[config.mk]
export PLATFORM = sky130hd
export DESIGN_NAME = iso_pingpong_rx
export DESIGN_NICKNAME = d
export VERILOG_FILES = /design/src/rtl/iso_rx_pkg.sv /design/src/rtl/iso_rx_bank_ctl.sv /design/src/rtl/iso_rx_store.sv /design/src/rtl/iso_rx_cpu_port.sv /design/src/rtl/iso_pingpong_rx.sv
export SDC_FILE = /design/constraint.sdc
export NUM_CORES = 1
export LEC_CHECK = 0
export CAP_MARGIN = 25
export CORE_ASPECT_RATIO = 2
export CORE_MARGIN = 5
export CORE_UTILIZATION = 48
export CTS_CLUSTER_SIZE = 28
export DETAILED_ROUTE_END_ITERATION = 8
export PLACE_DENSITY = 0.71
export SLEW_MARGIN = 20
export SYNTH_ARGS = -nofsm -noshare
export SYNTH_HDL_FRONTEND = slang
export SYNTH_HIERARCHICAL = 1
export SYNTH_SLANG_ARGS = --single-unit
[constraint.sdc]
create_clock -name clk -period 5 [get_ports clk]
set_clock_uncertainty 0.05 [all_clocks]
set_input_delay 1.25 -clock clk [delete_from_list [all_inputs] [get_ports clk]]
set_output_delay 1.25 -clock clk [all_outputs]
set_load 0.005 [all_outputs]
[src/rtl/iso_rx_pkg.sv]
package iso_rx_pkg;

   typedef enum logic {
      BANK_LO = 1'b0,
      BANK_HI = 1'b1
   } bank_e;

   // Smaller of the requested packet size and the bank capacity
   function automatic int unsigned clamp_len(input int unsigned req, input int unsigned cap);
      return (req > cap) ? cap : req;
   endfunction

endpackage

[src/rtl/iso_rx_bank_ctl.sv]
module iso_rx_bank_ctl #(
   parameter int MAX_BYTES = 64,
   parameter int CNT_W     = $clog2(MAX_BYTES + 1)
) (
   input  logic             clk,
   input  logic             rst_n,
   input  logic             is_bg,
   input  logic             swap,
   input  logic             wr_req,
   input  logic             eop,
   input  logic [CNT_W-1:0] limit,
   output logic [CNT_W-1:0] count,
   output logic             accept,
   output logic             overflow
);

   logic [CNT_W-1:0] cnt_q;
   logic             closed_q;
   logic             open_w;
   logic             room_w;

   assign open_w   = is_bg & wr_req & ~closed_q;
   assign room_w   = (cnt_q < limit);
   assign accept   = open_w & room_w;
   assign overflow = open_w & ~room_w;
   assign count    = cnt_q;

   always_ff @(posedge clk) begin
      if (!rst_n) begin
         cnt_q    <= '0;
         closed_q <= 1'b0;
      end else if (swap && !is_bg) begin
         // foreground bank about to take the bus side: discard old frame
         cnt_q    <= '0;
         closed_q <= 1'b0;
      end else begin
         if (accept) cnt_q <= cnt_q + 1'b1;
         if (is_bg && eop) closed_q <= 1'b1;
      end
   end

   a_r5_bank_cleared: assert property (@(posedge clk) disable iff (!rst_n)
      (swap && !is_bg) |=> (count == '0));

   a_r6_within_depth: assert property (@(posedge clk) disable iff (!rst_n)
      accept |=> (count <= CNT_W'(MAX_BYTES)));

endmodule

[src/rtl/iso_rx_store.sv]
module iso_rx_store #(
   parameter int DATA_W    = 8,
   parameter int MAX_BYTES = 64,
   parameter int PTR_W     = $clog2(MAX_BYTES)
) (
   input  logic              clk,
   input  logic              we,
   input  logic              wbank,
   input  logic [PTR_W-1:0]  waddr,
   input  logic [DATA_W-1:0] wdata,
   input  logic              rbank,
   input  logic [PTR_W-1:0]  raddr,
   output logic [DATA_W-1:0] rdata
);

   localparam int DEPTH = 2 * MAX_BYTES;

   logic [DATA_W-1:0] mem_q [DEPTH];

   always_ff @(posedge clk) begin
      if (we) mem_q[{wbank, waddr}] <= wdata;
   end

   assign rdata = mem_q[{rbank, raddr}];

endmodule

[src/rtl/iso_rx_cpu_port.sv]
module iso_rx_cpu_port #(
   parameter int DATA_W = 8,
   parameter int CNT_W  = 7
) (
   input  logic              clk,
   input  logic              rst_n,
   input  logic              swap,
   input  logic              sel,
   input  logic              rel,
   input  logic              rd,
   input  logic              udr_clr,
   input  logic [CNT_W-1:0]  fg_count,
   input  logic [DATA_W-1:0] mem_q,
   output logic [CNT_W-1:0]  rptr,
   output logic [DATA_W-1:0] rdata,
   output logic              empty,
   output logic              udr,
   output logic              owned
);

   logic [CNT_W-1:0]  rptr_q;
   logic [DATA_W-1:0] rdata_q;
   logic              owned_q;
   logic              udr_q;
   logic              rd_go;
   logic              udr_hit;

   assign empty   = (rptr_q >= fg_count);
   assign rd_go   = owned_q & rd & ~swap;
   assign udr_hit = rd_go & empty;

   always_ff @(posedge clk) begin
      if (!rst_n) begin
         rptr_q  <= '0;
         rdata_q <= '0;
         owned_q <= 1'b0;
         udr_q   <= 1'b0;
      end else begin
         if (sel)      owned_q <= 1'b1;
         else if (rel) owned_q <= 1'b0;

         if (swap) begin
            rptr_q <= '0;
         end else if (rd_go) begin
            if (empty) begin
               rdata_q <= '0;
            end else begin
               rdata_q <= mem_q;
               rptr_q  <= rptr_q + 1'b1;
            end
         end

         udr_q <= udr_hit | (udr_q & ~udr_clr);
      end
   end

   assign rptr  = rptr_q;
   assign rdata = rdata_q;
   assign udr   = udr_q;
   assign owned = owned_q;

   a_r10_empty_read: assert property (@(posedge clk) disable iff (!rst_n)
      (rd_go && empty) |=> (udr && rdata == '0));

   a_r12_refused_read: assert property (@(posedge clk) disable iff (!rst_n)
      (rd && !(owned && !swap)) |=> $stable(rdata));

   a_r9_ptr_bound: assert property (@(posedge clk) disable iff (!rst_n)
      !swap |=> (rptr <= fg_count));

   a_r11_udr_clear: assert property (@(posedge clk) disable iff (!rst_n)
      (udr_clr && !rd) |=> !udr);

endmodule

[src/rtl/iso_pingpong_rx.sv]
module iso_pingpong_rx
   import iso_rx_pkg::*;
#(
   parameter int DATA_W    = 8,
   parameter int MAX_BYTES = 64,
   parameter int SIZE_W    = 10
) (
   input  logic                                 clk,
   input  logic                                 rst_n,
   input  logic                                 sof,
   input  logic [SIZE_W-1:0]                    pkt_size,
   input  logic                                 bus_wr,
   input  logic [DATA_W-1:0]                    bus_data,
   input  logic                                 bus_eop,
   input  logic                                 cpu_sel,
   input  logic                                 cpu_rel,
   input  logic                                 cpu_rd,
   input  logic                                 ovr_clr,
   input  logic                                 udr_clr,
   output logic [DATA_W-1:0]                    cpu_rdata,
   output logic                                 fg_empty,
   output logic [$clog2(MAX_BYTES + 1)-1:0]     fg_count,
   output logic                                 fg_bank,
   output logic                                 cpu_owned,
   output logic                                 ovr_flag,
   output logic                                 udr_flag
);

   localparam int CNT_W  = $clog2(MAX_BYTES + 1);
   localparam int PTR_W  = $clog2(MAX_BYTES);
   localparam int NBANKS = 2;

   generate
      if (MAX_BYTES < 2 || (1 << PTR_W) != MAX_BYTES)
         $error("MAX_BYTES must be a power of two of at least 2");
      if (MAX_BYTES >= (1 << SIZE_W))
         $error("MAX_BYTES must fit in SIZE_W bits");
      if (DATA_W < 1)
         $error("DATA_W must be positive");
   endgenerate

   bank_e             fg_q;
   logic              bg_idx;
   logic [CNT_W-1:0]  limit;
   logic [CNT_W-1:0]  bank_cnt [NBANKS];
   logic [NBANKS-1:0] bank_acc;
   logic [NBANKS-1:0] bank_ovf;
   logic              ovr_hit;
   logic              ovr_q;
   logic [CNT_W-1:0]  rptr;
   logic [DATA_W-1:0] mem_q;
   logic [CNT_W-1:0]  fg_cnt_w;
   logic [CNT_W-1:0]  bg_cnt_w;

   assign bg_idx  = ~fg_q;
   assign limit   = CNT_W'(clamp_len(int'(pkt_size), MAX_BYTES));
   assign ovr_hit = |bank_ovf;

   for (genvar b = 0; b < NBANKS; b++) begin : g_bank
      logic is_bg;
      assign is_bg = (fg_q != bank_e'(b));

      iso_rx_bank_ctl #(
         .MAX_BYTES (MAX_BYTES),
         .CNT_W     (CNT_W)
      ) i_ctl (
         .clk      (clk),
         .rst_n    (rst_n),
         .is_bg    (is_bg),
         .swap     (sof),
         .wr_req   (bus_wr),
         .eop      (bus_eop),
         .limit    (limit),
         .count    (bank_cnt[b]),
         .accept   (bank_acc[b]),
         .overflow (bank_ovf[b])
      );
   end

   assign fg_cnt_w = bank_cnt[fg_q];
   assign bg_cnt_w = bank_cnt[bg_idx];

   always_ff @(posedge clk) begin
      if (!rst_n) begin
         fg_q  <= BANK_LO;
         ovr_q <= 1'b0;
      end else begin
         if (sof) fg_q <= bank_e'(bg_idx);
         ovr_q <= ovr_hit | (ovr_q & ~ovr_clr);
      end
   end

   iso_rx_store #(
      .DATA_W    (DATA_W),
      .MAX_BYTES (MAX_BYTES),
      .PTR_W     (PTR_W)
   ) i_store (
      .clk   (clk),
      .we    (|bank_acc),
      .wbank (bg_idx),
      .waddr (bg_cnt_w[PTR_W-1:0]),
      .wdata (bus_data),
      .rbank (fg_q),
      .raddr (rptr[PTR_W-1:0]),
      .rdata (mem_q)
   );

   iso_rx_cpu_port #(
      .DATA_W (DATA_W),
      .CNT_W  (CNT_W)
   ) i_cpu (
      .clk      (clk),
      .rst_n    (rst_n),
      .swap     (sof),
      .sel      (cpu_sel),
      .rel      (cpu_rel),
      .rd       (cpu_rd),
      .udr_clr  (udr_clr),
      .fg_count (fg_cnt_w),
      .mem_q    (mem_q),
      .rptr     (rptr),
      .rdata    (cpu_rdata),
      .empty    (fg_empty),
      .udr      (udr_flag),
      .owned    (cpu_owned)
   );

   assign fg_count = fg_cnt_w;
   assign fg_bank  = fg_q;
   assign ovr_flag = ovr_q;

   a_r3_swap: assert property (@(posedge clk) disable iff (!rst_n)
      sof |=> (fg_bank != $past(fg_bank)));

   a_r4_count_hold: assert property (@(posedge clk) disable iff (!rst_n)
      !sof |=> $stable(fg_count));

   a_r6_ovr_set: assert property (@(posedge clk) disable iff (!rst_n)
      ovr_hit |=> ovr_flag);

   a_r7_ovr_clear: assert property (@(posedge clk) disable iff (!rst_n)
      (ovr_clr && !ovr_hit) |=> !ovr_flag);

   a_r2_single_writer: assert property (@(posedge clk) disable iff (!rst_n)
      $onehot0(bank_acc));

endmodule

* Word-level counts from Yosys, hierarchy flattened
Memories as Yosys holds them, arrays and structs flattened. Index checks and enable logic that the tools add are counted.
Word-level totals: bits in registers 35, memory bits (writable) 1024, bits of input ports 28, output and inout bits 20, logic and storage cells 72, memories 1
Cells by class: $add $sub $neg 3, magnitude comparators 6, muxes and demuxes 12, bitwise operators 27, reduce and logical (&&, ||, !) cells 13
Memory list:
- i_store.mem_q | words 128, bits a word 8, rd ports 1, clocked after memory_dff 0, wr ports 1, RTL line iso_rx_store.sv:18 | logic [DATA_W-1:0] mem_q [DEPTH];
Operators by type and width (count):
- two-way mux 7 bit | 4
- adder 7 x 1 -> 7 bit, second input constant | 3
- two-way mux 6 bit | 3
- < comparator 7 bit | 2
- bitwise AND 1 bit | 13
- > comparator 10 x 7 -> 1 bit, second input constant | 1
- NOT 1 bit | 10
- OR reduction 2 bit | 5
- two-way mux 8 bit | 1
- greater-or-equal comparator 7 bit | 1
- greater-or-equal comparator 2 bit, second input constant | 2
- logical AND 1 bit | 4
- two-way mux 1 bit | 4
- NOT 1 -> 2 bit | 2
- AND reduction 2 bit | 2
- OR 1 bit | 2
- nonzero test 2 bit | 1
- zero test 1 bit | 1

* Depth between registers and ports, before layout
word-level depth 7, gate-level depth with buffers 13, depth with buffers taken out 11

* By module
The synthesis kept the hierarchy.
Modules (own cells, without submodules):
- iso_rx_store | instances 1, cells each 1627, area an instance 39505.4 µm², sequential area each 30749.5 µm²
- iso_rx_bank_ctl | instances 2, cells each 65, area an instance 533.0 µm², sequential area each 160.2 µm²
- iso_rx_cpu_port | instances 1, cells each 101, area an instance 952.2 µm², sequential area each 340.3 µm²
- iso_pingpong_rx | instances 1, cells each 31, area an instance 354.1 µm², sequential area each 40.0 µm²

* Worst setup path after synthesis
No wires, ideal clock.
path kind input to register, from input port pkt_size[9], to memory i_store.mem_q[110][0] (enable), library setup time 0.370 ns, data arrival time 4.087 ns, data required time 4.580 ns, setup slack 0.493 ns, stages 13, path buffers 2, cell sequence nor4_4 and2_1 inv_1 ha_1 a21oi_1 o21ai_2 a211oi_2 or2_2 clkbuf_1 nor2b_1 nand3_1 clkbuf_1 nor2_1
On the way: cells in the longest elaborated chain, start to end 7, elaborated cells on any way between the ends 9, those cells by class order compare: 3; mux: 3; bitwise: 2; reduce/logical: 1
Ends and longest elaborated chain:
- start, declared | RTL line iso_pingpong_rx.sv:11 | input logic [SIZE_W-1:0] pkt_size,
- > comparator 10 x 7 -> 1 bit | RTL line iso_rx_pkg.sv:10 | return (req > cap) ? cap : req;
- two-way mux 7 bit | RTL line iso_rx_pkg.sv:10
- named net limit[2] | RTL line iso_pingpong_rx.sv:44 | logic [CNT_W-1:0] limit;
- < comparator 7 bit | RTL line iso_rx_bank_ctl.sv:23 | assign room_w = (cnt_q < limit);
- bitwise AND 1 bit | RTL line iso_rx_bank_ctl.sv:24 | assign accept = open_w & room_w;
- named net bank_acc[1] | RTL line iso_pingpong_rx.sv:46 | logic [NBANKS-1:0] bank_acc;
- OR reduction 2 bit | RTL line iso_pingpong_rx.sv:99 | .we (|bank_acc),
- two-way mux 1 bit | RTL line iso_rx_store.sv:21 | if (we) mem_q[{wbank, waddr}] <= wdata;
- two-way mux 1 bit (implied by the code) | RTL line iso_rx_store.sv:21
- end, declared | RTL line iso_rx_store.sv:18
The timed path passes the listed nets, and every way through them passes these cells.

* Final worst setup path
from register fg_q (netlist: fg_bank), to output port fg_empty
On the way: cells in the longest elaborated chain, start to end 5
Ends and longest elaborated chain:
- start, declared | RTL line iso_pingpong_rx.sv:42 | bank_e fg_q;
- start signal, assigned | RTL line iso_pingpong_rx.sv:88 | if (sof) fg_q <= bank_e'(bg_idx);
- NOT 1 -> 2 bit (implied by the code) | RTL line iso_pingpong_rx.sv:80 | assign fg_cnt_w = bank_cnt[fg_q];
- two-way mux 7 bit (implied by the code) (3 in a row) | RTL line iso_pingpong_rx.sv:80
- greater-or-equal comparator 7 bit | RTL line iso_rx_cpu_port.sv:28 | assign empty = (rptr_q >= fg_count);
- end, declared | RTL line iso_pingpong_rx.sv:21 | output logic fg_empty,
No other way between the ends. The select of a mux whose other input is x is not followed.

==> results.md <==
* Data arrival, critical path at 3280 ps
* R2R depth at 7
* Vias in the first global route at ~21000
* CTS tree: yes
* Peak per-stage delay on the critical path at 590 ps
* Crit path capture: fg_empty
* RR Startpoint: i_cpu/rptr[2]
* Unrepaired setup endpoints after global routing: no
* Max VDD drop at about 0.22 mV
* Iter 0 DRT Violations at ~2300
* Seq pwr share at 0.573
* Max transition margin at 0.271
* Share of cells above drive strength 1 at 0.324
* Core region area at 86700 um^2
* Most frequent cells in the layout: 1024 x edfxtp_1, 336 x mux4_2, 180 x buf_4
* Synth-to-Final Area Change at 14.0%
* DRC at 0
* Final hold vios at 0
* Final RePlAce weighted congestion at 0.868
* Finished Cell Area at 47800 um^2
* WS Path Type: flip-flop to primary output
* Top-area cell type share of the netlist area at 0.734
* Syn Area/Cell at 22.2 um^2
* Clk sinks at ~1100
* Setup_tns at 0 ps
* Setup violators final at 0
* Die area at between 90000 and 100000 um^2
* Async SR Flop Fraction at 0
* Initial Util at 0.483
* Status: completed
* Yosys Warn Count at 6
* Logic pwr share at 0.024
* CTS Hold Buffers Added at 0
* Vias per cell at 6.00
* WP data required at 3700 ps
* Post-CTS setup buffer count at 0
* Worst setup SP type: flip-flop
* Final WL at 100 mm
* Clock power frac at 0.403
* Grt met1 use at 0.242
* Grt met3 use at 0.0323
* Sw Pwr at 3.40 mW
* Antenna violations before repair at 1
* Post-synth EDFFs at approximately 1000
* Clock Path Buffers at 3
* Total congestion overflow at 0
* Mapped Nets at approximately 1900
* 1st-pass router iterations at 6
* Met2 usage at 0.410
* Row cnt at 153
* Largest net degree at the start of global routing at 129
* Post-route ant nets at 0
* Root buffer cell: clkbuf_16
* PortBufs at 47
* Top FF cell, synth: edfxtp_1
* Via Count at 20079
* Fin crit share at 0.917
* CP cell instances: buf_4, mux2_2, ha_1, nor2b_1, o21ai_2, a21oi_1, inv_1, clkdlybuf4s50_1
* Die span in y at approximately 430 um
* Tot GR Track Use at 0.217
* Pint at 13.6 mW
* Reg clk slew, reported paths at around 70 ps
* Worst path slowest cell: dfxtp_1
* Sequential area share after synthesis at 0.751
* Synth top area cells: edfxtp_1 73%, mux4_2 18%, dfxtp_1 1.7%
* Synthesized area at 41900 um^2
* Critical Path End Type: primary output
* Total Nets Final at 2163
* Hold slack at 426 ps
* FF+latch count, synth at 1059
* Dpl ws at 145 ps
* Avg WL per Cell at 30.0 um
* Worst-Margin Slew at 1090 ps
* First-pass GRT wire length at 146 mm
* Start point of the critical path: fg_bank
* Synth cell types at 55
* Max cap viols at 0
* Post-DP Area at ~45000 um^2
* Clk Latency, worst-skew pair at 660 ps
* # IOs at 48
* RR Endpoint: i_cpu/rdata[1]
* Leading area contributor after synthesis: edfxtp_1
* Post-CTS resize count at 0
* CTS buffer count at 83
* Dpl hpwl at approximately 66 mm
* Reg-to-reg slack, setup at 1310 ps
* GRT Max-Usage Layer: met2
* Sw Share at 0.200
* Lkg Pwr at 14.5 nW
* Htree depth at 3
* CP Max Fanout at 9
* Worst setup margin at 415 ps
* Die width at between 200 and 250 um
* PwrDens at 356 nW/um^2
* Minimum clock period at 4580 ps
* HP Class: flip-flop to flip-flop
* Most common cell after layout, fill and taps aside: edfxtp_1
* Synthesized instance count at 1889
* FMAX at around 0.22 GHz
* Final number of max-transition violations at 0
layout make-up:
type                            instances  area [um^2]
Fill cell                            6318        39000
Sequential cell                      1059        31500
Multi-Input combinational cell        706         9860
Clock buffer                           93         2180
Timing Repair Buffer                  232         2010
Tap cell                             1162         1450
Clock inverter                         61          664
Inverter                               31          116
Antenna cell                            3         7.51
metal layers:
layer	wire length [um]	vias to the layer above
met3	5840	173
li1	-	8354
met5	0	-
met4	4920	0
met1	32700	10725
met2	56900	827
Yosys cell counts (2+ instances only):
master and instances:
edfxtp_1 1024, mux4_2 336, nor2_1 142, clkbuf_1 45, dfxtp_1 35, inv_1 31
nand2_1 29, ha_1 22, nor2b_1 20, nand3_1 19, buf_1 18, a21oi_1 15
buf_2 15, mux2_2 12, and2_1 11, buf_4 11, mux2_4 9, nor3_1 9
xnor2_1 9, a22oi_1 8, a211oi_1 5, nand4_1 5, mux2i_1 4, nand2b_1 4
o21ai_1 4, o31ai_1 4, or4_1 4, a21o_1 3, buf_6 3, o21ai_2 3
a2111oi_1 2, a211oi_2 2, a21oi_2 2, a31o_2 2, and3b_1 2
worst min path at each step:
stage,slack [ps],cells past startpoint,start,to
5_1_grt,490,2,g_bank[1].i_ctl/count[6],g_bank[1].i_ctl/count[6]
6_report,430,2,g_bank[1].i_ctl/closed_q,g_bank[1].i_ctl/closed_q
2_1_floorplan,380,2,g_bank[0].i_ctl/closed_q,g_bank[0].i_ctl/closed_q
3_5_place_dp,410,2,g_bank[1].i_ctl/closed_q,g_bank[1].i_ctl/closed_q
4_1_cts,430,2,g_bank[1].i_ctl/closed_q,g_bank[1].i_ctl/closed_q
3_3_place_gp,390,2,g_bank[0].i_ctl/closed_q,g_bank[0].i_ctl/closed_q
cells by family after synthesis:
logic type / count (synthesis) / synth area share
muxes: 361 / 0.188
buffers and inverters: 124 / 0.0135
and+or+nand+nor: 255 / 0.0279
DFF: 1059 / 0.751
xor gates and xnor gates: 10 / 0.00209
adders and majority gates: 22 / 0.00657
AOI/OAI and AO/OA: 58 / 0.0108
flip-flops by register name, summed over array words and instances (netlist names):
name / count
i_cpu/udr: 1
i_cpu/owned: 1
ovr_flag: 1
g_bank.i_ctl/closed_q: 2
g_bank.i_ctl/count: 14
fg_bank: 1
i_cpu/rdata: 8
i_store/mem_q: 1024
i_cpu/rptr: 7
per-stage QoR:
step,instances,power [mW],utilization
2_1_floorplan,1889,10.1,-
3_3_place_gp,3188,10.3,0.517
3_5_place_dp,3188,10.4,0.517
4_1_cts,3342,17.1,0.550
5_1_grt,3344,17.5,0.551
6_report,3347,17.0,0.551
power by group through the flow:
stage | combinational, mW | sequential [mW] | clock, mW
floorplan | 0.130 | 9.94 | 0
global placement | 0.397 | 9.94 | 0
detailed placement | 0.407 | 9.94 | 0
CTS | 0.409 | 9.75 | 6.97
global route | 0.430 | 9.74 | 7.31
finish | 0.410 | 9.75 | 6.84
worst max-delay path: cells and delay by family, from the launching register on:
family,cells,cell delay [ps]
DFF,1,590
muxes,1,410
AOI/OAI and AO/OA,2,440
buffers and inverters,3,860
and+or+nand+nor,1,50
adders and majority gates,1,290
Power figures use the tool's default switching activity.
